<file path="config.mk">
export PLATFORM = sky130hd
export DESIGN_NAME = mdio_mmd_master
export DESIGN_NICKNAME = d
export VERILOG_FILES = /design/src/rtl/mdio_mmd_pkg.sv /design/src/rtl/mdc_gen.sv /design/src/rtl/mdio_frame_eng.sv /design/src/rtl/mmd_seq.sv /design/src/rtl/mdio_mmd_master.sv
export SDC_FILE = /design/constraint.sdc
export NUM_CORES = 1
export LEC_CHECK = 0
export ABC_AREA = 1
export BUFFER_PORTS_ARGS = -buffer_cell sky130_fd_sc_hd__buf_4
export CAP_MARGIN = 20
export CORE_MARGIN = 2
export CORE_UTILIZATION = 50
export CTS_CLUSTER_DIAMETER = 30
export DETAILED_ROUTE_END_ITERATION = 6
export GPL_TIMING_DRIVEN = 0
export PLACE_DENSITY = 0.81
export SLEW_MARGIN = 20
export SYNTH_ARGS = -nofsm -noshare
export SYNTH_HDL_FRONTEND = slang
export SYNTH_SLANG_ARGS = --single-unit
</file>
<file path="constraint.sdc">
create_clock -name clk -period 2.34 [get_ports clk]
set_clock_uncertainty 0.1 [all_clocks]
set_input_delay 0.234 -clock clk [delete_from_list [all_inputs] [get_ports clk]]
set_output_delay 0.234 -clock clk [all_outputs]
set_load 0.02 [all_outputs]
</file>
<file path="src/rtl/mdio_mmd_pkg.sv">
// Shared types and constants for the management master.
// Assumes one frame format (Clause 22) carries every access.
package mdio_mmd_pkg;

    typedef enum logic [1:0] {
        OP_C22_RD = 2'd0,
        OP_C22_WR = 2'd1,
        OP_MMD_WR = 2'd2,
        OP_MMD_RD = 2'd3
    } mm_op_e;

    // Indirect-access register numbers inside the PHY.
    localparam logic [4:0] RA_MMD_CTL  = 5'd13;
    localparam logic [4:0] RA_MMD_DATA = 5'd14;

    // Function codes placed in bits 15:14 of the control register.
    localparam logic [1:0] FN_ADDR     = 2'b00;
    localparam logic [1:0] FN_DATA     = 2'b01;
    localparam logic [1:0] FN_DATA_INC = 2'b10;

    // Frame geometry, counted in MDC bit times.
    localparam int PRE_BITS   = 32;
    localparam int FRAME_BITS = 64;
    localparam int TA_POS     = 46;
    localparam int DATA_POS   = 48;

    typedef struct packed {
        logic        rd;
        logic [4:0]  ra;
        logic [15:0] dat;
    } frame_req_t;

endpackage

</file>
<file path="src/rtl/mdc_gen.sv">
// MDC generator: divides the host clock by DIV.
// Gives single-cycle ticks for the rising and falling MDC edges so that
// the frame engine can update in step with the pin. DIV must be even and >= 4.
module mdc_gen #(
    parameter int DIV = 40
) (
    input  logic clk,
    input  logic rst_n,
    output logic mdc_o,
    output logic tick_rise,
    output logic tick_fall
);
    localparam int CW   = $clog2(DIV);
    localparam int HALF = DIV / 2;

    logic [CW-1:0] cnt_q;

    assign tick_rise = (cnt_q == CW'(HALF - 1));
    assign tick_fall = (cnt_q == CW'(DIV - 1));

    // Free-running phase counter.
    always_ff @(posedge clk) begin
        if (!rst_n)         cnt_q <= '0;
        else if (tick_fall) cnt_q <= '0;
        else                cnt_q <= cnt_q + 1'b1;
    end

    // MDC pin register, set and cleared on the ticks.
    always_ff @(posedge clk) begin
        if (!rst_n)         mdc_o <= 1'b0;
        else if (tick_rise) mdc_o <= 1'b1;
        else if (tick_fall) mdc_o <= 1'b0;
    end

    // the two edge ticks never coincide.
    a_r1_tick_exclusive: assert property (@(posedge clk) disable iff (!rst_n)
        !(tick_rise && tick_fall));

    // MDC rises only one cycle after a rise tick.
    a_r1_rise_after_tick: assert property (@(posedge clk) disable iff (!rst_n)
        $rose(mdc_o) |-> $past(tick_rise));

endmodule

</file>
<file path="src/rtl/mdio_frame_eng.sv">
// Frame engine: shifts out one 64-bit management frame.
// Outputs change on the MDC falling tick; read data is sampled on the
// rising tick. Assumes start arrives only while the engine is idle and
// reports the end of the frame with a one-cycle fin pulse.
module mdio_frame_eng
    import mdio_mmd_pkg::*;
(
    input  logic        clk,
    input  logic        rst_n,
    input  logic        tick_rise,
    input  logic        tick_fall,
    input  logic        mdc_i,
    input  logic        start,
    input  frame_req_t  req,
    input  logic [4:0]  phy_addr,
    output logic        fin,
    output logic [15:0] rdata,
    output logic        mdio_o,
    output logic        mdio_oe,
    input  logic        mdio_i
);
    typedef enum logic {E_IDLE, E_RUN} eng_st_e;

    eng_st_e                 st_q;
    logic [FRAME_BITS-1:0]   sh_q;
    logic [6:0]              bit_q;
    logic                    rd_q;

    // Frame shifter, pin drivers and read capture.
    always_ff @(posedge clk) begin
        if (!rst_n) begin
            st_q    <= E_IDLE;
            sh_q    <= '0;
            bit_q   <= '0;
            rd_q    <= 1'b0;
            mdio_o  <= 1'b1;
            mdio_oe <= 1'b0;
            fin     <= 1'b0;
            rdata   <= '0;
        end else begin
            fin <= 1'b0;
            case (st_q)
                E_IDLE: begin
                    if (start) begin
                        sh_q  <= {{PRE_BITS{1'b1}}, 2'b01,
                                  (req.rd ? 2'b10 : 2'b01),
                                  phy_addr, req.ra,
                                  (req.rd ? 2'b11 : 2'b10),
                                  req.dat};
                        bit_q <= '0;
                        rd_q  <= req.rd;
                        st_q  <= E_RUN;
                    end
                end
                default: begin
                    if (tick_fall) begin
                        if (bit_q == 7'(FRAME_BITS)) begin
                            st_q    <= E_IDLE;
                            mdio_o  <= 1'b1;
                            mdio_oe <= 1'b0;
                            fin     <= 1'b1;
                        end else begin
                            mdio_o  <= sh_q[FRAME_BITS-1];
                            mdio_oe <= !(rd_q && (bit_q >= 7'(TA_POS)));
                            sh_q    <= {sh_q[FRAME_BITS-2:0], 1'b1};
                            bit_q   <= bit_q + 7'd1;
                        end
                    end
                    if (tick_rise && rd_q && (bit_q > 7'(DATA_POS))
                        && (bit_q <= 7'(FRAME_BITS)))
                        rdata <= {rdata[14:0], mdio_i};
                end
            endcase
        end
    end

    // the data output only moves together with a falling MDC.
    a_r11_change_on_fall: assert property (@(posedge clk) disable iff (!rst_n)
        !$stable(mdio_o) |-> $fell(mdc_i));

    // line released from the turnaround onwards on a read.
    a_r3_release_on_read: assert property (@(posedge clk) disable iff (!rst_n)
        (st_q == E_RUN && rd_q && bit_q > 7'(TA_POS)) |-> !mdio_oe);

    // a write frame keeps driving for its whole length.
    a_r2_write_drives: assert property (@(posedge clk) disable iff (!rst_n)
        (st_q == E_RUN && !rd_q && bit_q != 7'd0) |-> mdio_oe);

endmodule

</file>
<file path="src/rtl/mmd_seq.sv">
// Command sequencer: turns one host command into the series of frames
// (plain access, or the indirect control/address/data series through
// registers 13 and 14 with post-increment reads). Assumes the frame
// engine signals each frame end with fr_fin.
module mmd_seq
    import mdio_mmd_pkg::*;
#(
    parameter int CNT_W = 4
) (
    input  logic             clk,
    input  logic             rst_n,
    input  logic             cmd_valid,
    input  mm_op_e           cmd_op,
    input  logic [4:0]       cmd_dev,
    input  logic [15:0]      cmd_reg,
    input  logic [15:0]      cmd_wdata,
    input  logic [CNT_W-1:0] cmd_count,
    output logic             fr_start,
    output frame_req_t       fr_req,
    input  logic             fr_fin,
    input  logic [15:0]      fr_rdata,
    output logic             busy,
    output logic             done,
    output logic             rd_valid,
    output logic [15:0]      rd_data
);
    typedef enum logic [1:0] {S_IDLE, S_ISSUE, S_WAIT} seq_st_e;

    seq_st_e          st_q;
    mm_op_e           op_q;
    logic [4:0]       dev_q;
    logic [15:0]      reg_q;
    logic [15:0]      wd_q;
    logic [CNT_W-1:0] left_q;
    logic [1:0]       step_q;
    logic             last_frame;

    assign busy     = (st_q != S_IDLE);
    assign fr_start = (st_q == S_ISSUE);

    // Frame contents for the current operation and step.
    always_comb begin
        fr_req = '{rd: 1'b0, ra: RA_MMD_CTL, dat: 16'h0000};
        case (op_q)
            OP_C22_RD: fr_req = '{rd: 1'b1, ra: reg_q[4:0], dat: 16'h0000};
            OP_C22_WR: fr_req = '{rd: 1'b0, ra: reg_q[4:0], dat: wd_q};
            default: begin
                case (step_q)
                    2'd0: fr_req = '{rd: 1'b0, ra: RA_MMD_CTL,
                                     dat: {FN_ADDR, 9'd0, dev_q}};
                    2'd1: fr_req = '{rd: 1'b0, ra: RA_MMD_DATA, dat: reg_q};
                    2'd2: fr_req = '{rd: 1'b0, ra: RA_MMD_CTL,
                                     dat: {(op_q == OP_MMD_WR) ? FN_DATA : FN_DATA_INC,
                                           9'd0, dev_q}};
                    default: fr_req = (op_q == OP_MMD_WR)
                        ? '{rd: 1'b0, ra: RA_MMD_DATA, dat: wd_q}
                        : '{rd: 1'b1, ra: RA_MMD_DATA, dat: 16'h0000};
                endcase
            end
        endcase
    end

    // End-of-series decision for the frame in flight.
    always_comb begin
        case (op_q)
            OP_C22_RD, OP_C22_WR: last_frame = 1'b1;
            OP_MMD_WR:            last_frame = (step_q == 2'd3);
            default:              last_frame = (step_q == 2'd3) && (left_q == CNT_W'(1));
        endcase
    end

    // Command latch, step walk and result strobes.
    always_ff @(posedge clk) begin
        if (!rst_n) begin
            st_q     <= S_IDLE;
            op_q     <= OP_C22_RD;
            dev_q    <= '0;
            reg_q    <= '0;
            wd_q     <= '0;
            left_q   <= '0;
            step_q   <= '0;
            done     <= 1'b0;
            rd_valid <= 1'b0;
            rd_data  <= '0;
        end else begin
            done     <= 1'b0;
            rd_valid <= 1'b0;
            case (st_q)
                S_IDLE: begin
                    if (cmd_valid) begin
                        op_q   <= cmd_op;
                        dev_q  <= cmd_dev;
                        reg_q  <= cmd_reg;
                        wd_q   <= cmd_wdata;
                        left_q <= (cmd_count == '0) ? CNT_W'(1) : cmd_count;
                        step_q <= 2'd0;
                        st_q   <= S_ISSUE;
                    end
                end
                S_ISSUE: st_q <= S_WAIT;
                default: begin
                    if (fr_fin) begin
                        if (fr_req.rd) begin
                            rd_valid <= 1'b1;
                            rd_data  <= fr_rdata;
                        end
                        if (last_frame) begin
                            st_q <= S_IDLE;
                            done <= 1'b1;
                        end else begin
                            if (step_q != 2'd3) step_q <= step_q + 2'd1;
                            else                left_q <= left_q - 1'b1;
                            st_q <= S_ISSUE;
                        end
                    end
                end
            endcase
        end
    end

    // done only appears once busy has dropped.
    a_r9_done_not_busy: assert property (@(posedge clk) disable iff (!rst_n)
        done |-> !busy);

    // done lasts a single cycle.
    a_r9_done_pulse: assert property (@(posedge clk) disable iff (!rst_n)
        done |=> !done);

    // a word is only presented after a read frame finished.
    a_r8_word_after_read: assert property (@(posedge clk) disable iff (!rst_n)
        rd_valid |-> $past(fr_fin && fr_req.rd));

    // a request during a series leaves the latched command alone.
    a_r10_hold_while_busy: assert property (@(posedge clk) disable iff (!rst_n)
        (busy && cmd_valid) |=> ($stable(op_q) && $stable(dev_q) && $stable(wd_q)));

endmodule

</file>
<file path="src/rtl/mdio_mmd_master.sv">
// Top: management master with indirect extended-register sequencing.
// Holds the PHY address register and connects the MDC generator,
// the frame engine and the command sequencer.
module mdio_mmd_master
    import mdio_mmd_pkg::*;
#(
    parameter int MDC_DIV = 40,
    parameter int CNT_W   = 4
) (
    input  logic             clk,
    input  logic             rst_n,
    input  logic             phy_addr_we,
    input  logic [4:0]       phy_addr_in,
    input  logic             cmd_valid,
    input  logic [1:0]       cmd_op,
    input  logic [4:0]       cmd_dev,
    input  logic [15:0]      cmd_reg,
    input  logic [15:0]      cmd_wdata,
    input  logic [CNT_W-1:0] cmd_count,
    output logic             busy,
    output logic             done,
    output logic             rd_valid,
    output logic [15:0]      rd_data,
    output logic             mdc,
    output logic             mdio_o,
    output logic             mdio_oe,
    input  logic             mdio_i
);
    logic       tick_rise, tick_fall;
    logic [4:0] phy_q;
    logic       fr_start, fr_fin;
    frame_req_t fr_req;
    logic [15:0] fr_rdata;

    // PHY address register, reset to 0.
    always_ff @(posedge clk) begin
        if (!rst_n)           phy_q <= '0;
        else if (phy_addr_we) phy_q <= phy_addr_in;
    end

    mdc_gen #(.DIV(MDC_DIV)) u_mdc (
        .clk       (clk),
        .rst_n     (rst_n),
        .mdc_o     (mdc),
        .tick_rise (tick_rise),
        .tick_fall (tick_fall)
    );

    mdio_frame_eng u_eng (
        .clk       (clk),
        .rst_n     (rst_n),
        .tick_rise (tick_rise),
        .tick_fall (tick_fall),
        .mdc_i     (mdc),
        .start     (fr_start),
        .req       (fr_req),
        .phy_addr  (phy_q),
        .fin       (fr_fin),
        .rdata     (fr_rdata),
        .mdio_o    (mdio_o),
        .mdio_oe   (mdio_oe),
        .mdio_i    (mdio_i)
    );

    mmd_seq #(.CNT_W(CNT_W)) u_seq (
        .clk       (clk),
        .rst_n     (rst_n),
        .cmd_valid (cmd_valid),
        .cmd_op    (mm_op_e'(cmd_op)),
        .cmd_dev   (cmd_dev),
        .cmd_reg   (cmd_reg),
        .cmd_wdata (cmd_wdata),
        .cmd_count (cmd_count),
        .fr_start  (fr_start),
        .fr_req    (fr_req),
        .fr_fin    (fr_fin),
        .fr_rdata  (fr_rdata),
        .busy      (busy),
        .done      (done),
        .rd_valid  (rd_valid),
        .rd_data   (rd_data)
    );

    // the address register only moves on its load strobe.
    a_r4_phy_hold: assert property (@(posedge clk) disable iff (!rst_n)
        !phy_addr_we |=> $stable(phy_q));

endmodule

</file>
==> summary.txt <==
Run status
  – Result of the run: complete, no violations

GRT
  – Pin count of the biggest net entering global routing: 17
  – Number of antenna violations at the first check in global routing: 0
  – Via count of the first global-routing pass: 6429
  – Aggregate global-route resource usage: 0.2376
  – Total gr overflow: 0
  – Wire length of the first global-routing pass: 30350 um

Floorplan
  – Initial core utilization: 0.5075
  – Die span in y: 125 um
  – Row cnt: 44
  – Horizontal die dimension: 125 um
  – I/O Pins: 75
  – Floorplan Core Area: 14420 um2
  – Area of the die: 15630 um2

Route
  – Vias per Instance: 5.077
  – Final wirelength: 18130 um
  – Number of detailed-routing iterations run before antenna repair: 7
  – Wire length per cell after detailed routing: 13.35 um
  – DRC violation count after routing: 0
  – Post-DRT Antenna Nets: 0
  – Starting DRT DRC Count: 510
  – Detailed-route via count: 6895

Clock tree
  – PostCTS Resize Cnt: 0
  – Root buffer cell: sky130_fd_sc_hd__clkbuf_16
  – Clock H-tree levels: 4
  – Clock-pin slew on the worst setup and hold paths: 0.06 ns
  – CTS sink cnt: 169
  – CTS Buf Count: 17
  – TritonCTS clock tree: done
  – CTS hold repair buffers: 37
  – Buffers inserted during post-CTS setup optimization: 0
  – Buffer levels on the longest clock path: 2
  – Clock network latency to the later pin of the worst-skew pair: 0.43 ns

Synthesis
  – Syn Area/Cell: 7.087 um2
  – Net Count, Synth: 1095
  – Share of the synthesized area in the top cell type: 0.4621
  – Number of instances in the synthesized netlist: 1033
  – Distinct cell type count of the synthesized netlist: 35
  – Post-synthesis cell type with the largest combined area: sky130_fd_sc_hd__dfxtp_1
  – Total of flip-flops plus latches after synthesis: 169
  – Top area cells in the synthesized netlist: sky130_fd_sc_hd__dfxtp_1 46%, sky130_fd_sc_hd__nor2_1 12%, sky130_fd_sc_hd__o21ai_0 8.8%, sky130_fd_sc_hd__nand2_1 8.4%, sky130_fd_sc_hd__a21oi_1 3.5%
  – Sequential fraction of the synthesis area: 0.4621
  – Synth Warn #: 0
  – Cell Area, Synth: 7321 um2

Timing
  – Measured slew at the worst slew-check pin: 0.7337 ns
  – Max-slew violations: 0
  – Final critical delay including setup and external delays: 2.031 ns
  – Setup repair after global routing missed its margin: false
  – Worst-case headroom to the max-slew limit: 0.5109
  – Final Hold Fails: 0
  – Number of failing setup endpoints in the final timing report: 0
  – Share of the cycle needed by the critical path after routing: 0.8682
  – Setup_tns: 0 ns
  – Timing-limited maximum frequency: 492.2 MHz
  – Worst path setup slack after routing: 0.3085 ns

Cells and area
  – Filler Cells Inserted: 1275
  – Commonest non-fill, non-tap cell in the layout: sky130_fd_sc_hd__nor2_1
  – Most used cells in the layout excluding fill and tap cells: 239 x sky130_fd_sc_hd__nor2_1, 169 x sky130_fd_sc_hd__dfxtp_1, 163 x sky130_fd_sc_hd__nand2_1, 128 x sky130_fd_sc_hd__o21ai_0, 80 x sky130_fd_sc_hd__buf_4
  – Area of all sequential standard cells: 3383 um2
  – Nets: 1225
  – Area occupied by multi-input gates: 3363 um2
  – Growth of design area from synthesis to finish: 23.26%
  – Diodes inserted: 0
  – Fraction of final layout cells sized beyond drive strength 1: 0.1576

Pwr
  – Worst vdd rail ir drop: 0.5556 mV
  – Sequential Power Share: 0.476
  – Total power per unit cell area: 737.4 nW/um2
  – Clock network fraction of total power: 0.397
  – Combinational fraction of design power: 0.127
  – Internal Power: 0.004930 W
  – Sw Ratio: 0.2592
  – P_leak: 3.901 nW
  – NetSw: 0.001725 W

Setup path
  – Type of destination of the critical path: flip-flop
  – WS Path Type: reg2reg
  – Data required time of the critical path: 2.57 ns
  – Critical R2R Launch: u_mdc.cnt_q[0]
  – Reg-to-reg critical path endpoint: u_eng.sh_q[28]
  – Reg-to-reg slack, setup: 0.31 ns
  – Largest fanout of any net on the critical path: 10
  – Critical path capture point: u_eng.sh_q[28]
  – Crit path arrival time: 2.26 ns
  – Startpoint of the worst setup timing path: u_mdc.cnt_q[0]
  – FF-to-FF path depth: 9
  – Critical Path Source Type: flip-flop

Placement
  – Minimum setup slack after placement: 0.3035 ns
  – Dpl hpwl: 12400 um
  – Placer's final routability congestion estimate: 0.8853
  – Number of port buffers: 74

Hold path
  – Type of the most critical hold path: in2reg

Flow run
  – Max-Cap Viols: 0
==> state kept, by name, indices dropped and copies added (netlist names), 5 cells and up <==
| name | cells |
|---|---|
| u_eng.sh_q | 64 |
| u_seq.rd_data | 16 |
| u_mdc.cnt_q | 6 |
| u_eng.bit_q | 7 |
| phy_q | 5 |
| u_seq.wd_q | 16 |
| u_seq.reg_q | 16 |
| u_eng.rdata | 16 |
| u_seq.dev_q | 5 |
==> synthesized netlist by cell type <==
master and number:
sky130_fd_sc_hd__xor2_1 4, sky130_fd_sc_hd__nor4_1 1, sky130_fd_sc_hd__clkbuf_1 28, sky130_fd_sc_hd__nor2_4 4, sky130_fd_sc_hd__xnor2_1 1, sky130_fd_sc_hd__nor3_1 6
sky130_fd_sc_hd__o21ai_0 128, sky130_fd_sc_hd__nor2_2 22, sky130_fd_sc_hd__a21boi_0 1, sky130_fd_sc_hd__inv_1 67, sky130_fd_sc_hd__nor2_1 239, sky130_fd_sc_hd__a31oi_1 1
sky130_fd_sc_hd__nand2_1 163, sky130_fd_sc_hd__buf_2 20, sky130_fd_sc_hd__buf_4 6, sky130_fd_sc_hd__clkinv_1 3, sky130_fd_sc_hd__nand3_2 1, sky130_fd_sc_hd__buf_6 1
sky130_fd_sc_hd__a22oi_1 1, sky130_fd_sc_hd__ha_1 9, sky130_fd_sc_hd__a21oi_4 1, sky130_fd_sc_hd__o22ai_1 1, sky130_fd_sc_hd__o21ai_1 8, sky130_fd_sc_hd__inv_2 6
sky130_fd_sc_hd__nand3_1 45, sky130_fd_sc_hd__nor2b_1 1, sky130_fd_sc_hd__nand4_1 20, sky130_fd_sc_hd__dfxtp_1 169, sky130_fd_sc_hd__clkbuf_2 1, sky130_fd_sc_hd__buf_8 1
sky130_fd_sc_hd__a21oi_1 51, sky130_fd_sc_hd__buf_1 2, sky130_fd_sc_hd__nand3b_1 1, sky130_fd_sc_hd__or2_2 16, sky130_fd_sc_hd__nand2_2 4
==> cells by family (layout without fill, tap and decap cells) <==
logic type	count (synthesis)	count (layout)	share of synthesized area
buf+inv	135	276	0.07845
compound gates	192	192	0.1338
flops	169	169	0.4621
xor+xnor	5	5	0.005982
simple gates	523	523	0.3042
fa+ha+maj	9	9	0.01538
==> metrics by stage <==
| step | area (um2) | power (W) | util | std cells | hold WS [ns] |
|---|---|---|---|---|---|
| 6_report | 9024 | 0.006654 | 0.6256 | 1358 | 0.006013 |
| 5_1_grt | 9024 | 0.006921 | 0.6256 | 1358 | 0.02621 |
| 4_1_cts | 9024 | 0.006662 | 0.6256 | 1358 | 0.0005194 |
| 3_5_place_dp | 8107 | 0.004006 | 0.5620 | 1291 | 0.3457 |
| 3_3_place_gp | 8107 | 0.003985 | 0.5620 | 1291 | 0.3309 |
| 2_1_floorplan | 7321 | 0.003749 | - | 1033 | 0.3007 |
==> per-layer routing <==
layer  vias up  track usage  wire, um
met2       185       0.3996      8551
met1      3124       0.3038      8169
met5         -            0         0
met3        29      0.05605      1068
li1       3557            -         -
met4         0      0.07386       337
==> cell type report <==
cell class,instances,area share
Multi-Input combinational cell,729,0.3727
Timing Repair Buffer,111,0.1026
Tap cell,184,0.02551
Clock buffer,22,0.05255
Buffer,59,0.03203
Sequential cell,169,0.3749
Inverter,76,0.03161
Clock inverter,8,0.008042
==> power by group through the flow <==
stage	Sequential [W]	Clock [W]	Combinational, W
2_1_floorplan	0.00320	0	0.000550
3_3_place_gp	0.00322	0	0.000761
3_5_place_dp	0.00323	0	0.000779
4_1_cts	0.00317	0.00266	0.000835
5_1_grt	0.00319	0.00277	0.000959
6_report	0.00317	0.00264	0.000845
==> worst min path at each step <==
stage | start | end | slack (ns) | depth (start not counted)
floorplan | cmd_dev[0] | u_seq.dev_q[0] | 0.30 | 2
global placement | u_mdc.cnt_q[0] | u_mdc.cnt_q[0] | 0.33 | 1
detailed placement | u_eng.sh_q[0] | u_eng.sh_q[0] | 0.35 | 2
CTS | cmd_wdata[12] | u_seq.wd_q[12] | 0.0005 | 3
global route | cmd_op[0] | u_seq.op_q[0] | 0.03 | 3
finish | phy_addr_in[4] | phy_q[4] | 0.006 | 3
==> worst max-delay path, stage by stage, from the launching register on <==
cell and delay (ns):
sky130_fd_sc_hd__dfxtp_1 0.36, sky130_fd_sc_hd__ha_1 0.23, sky130_fd_sc_hd__nand3_1 0.10, sky130_fd_sc_hd__nor2_1 0.23
sky130_fd_sc_hd__nand2_1 0.18, sky130_fd_sc_hd__nand2_1 0.09, sky130_fd_sc_hd__nand2_1 0.18, sky130_fd_sc_hd__buf_2 0.26
sky130_fd_sc_hd__a21oi_1 0.14, sky130_fd_sc_hd__nor2_1 0.07
No activity file was read; power rests on OpenSTA's default activity.
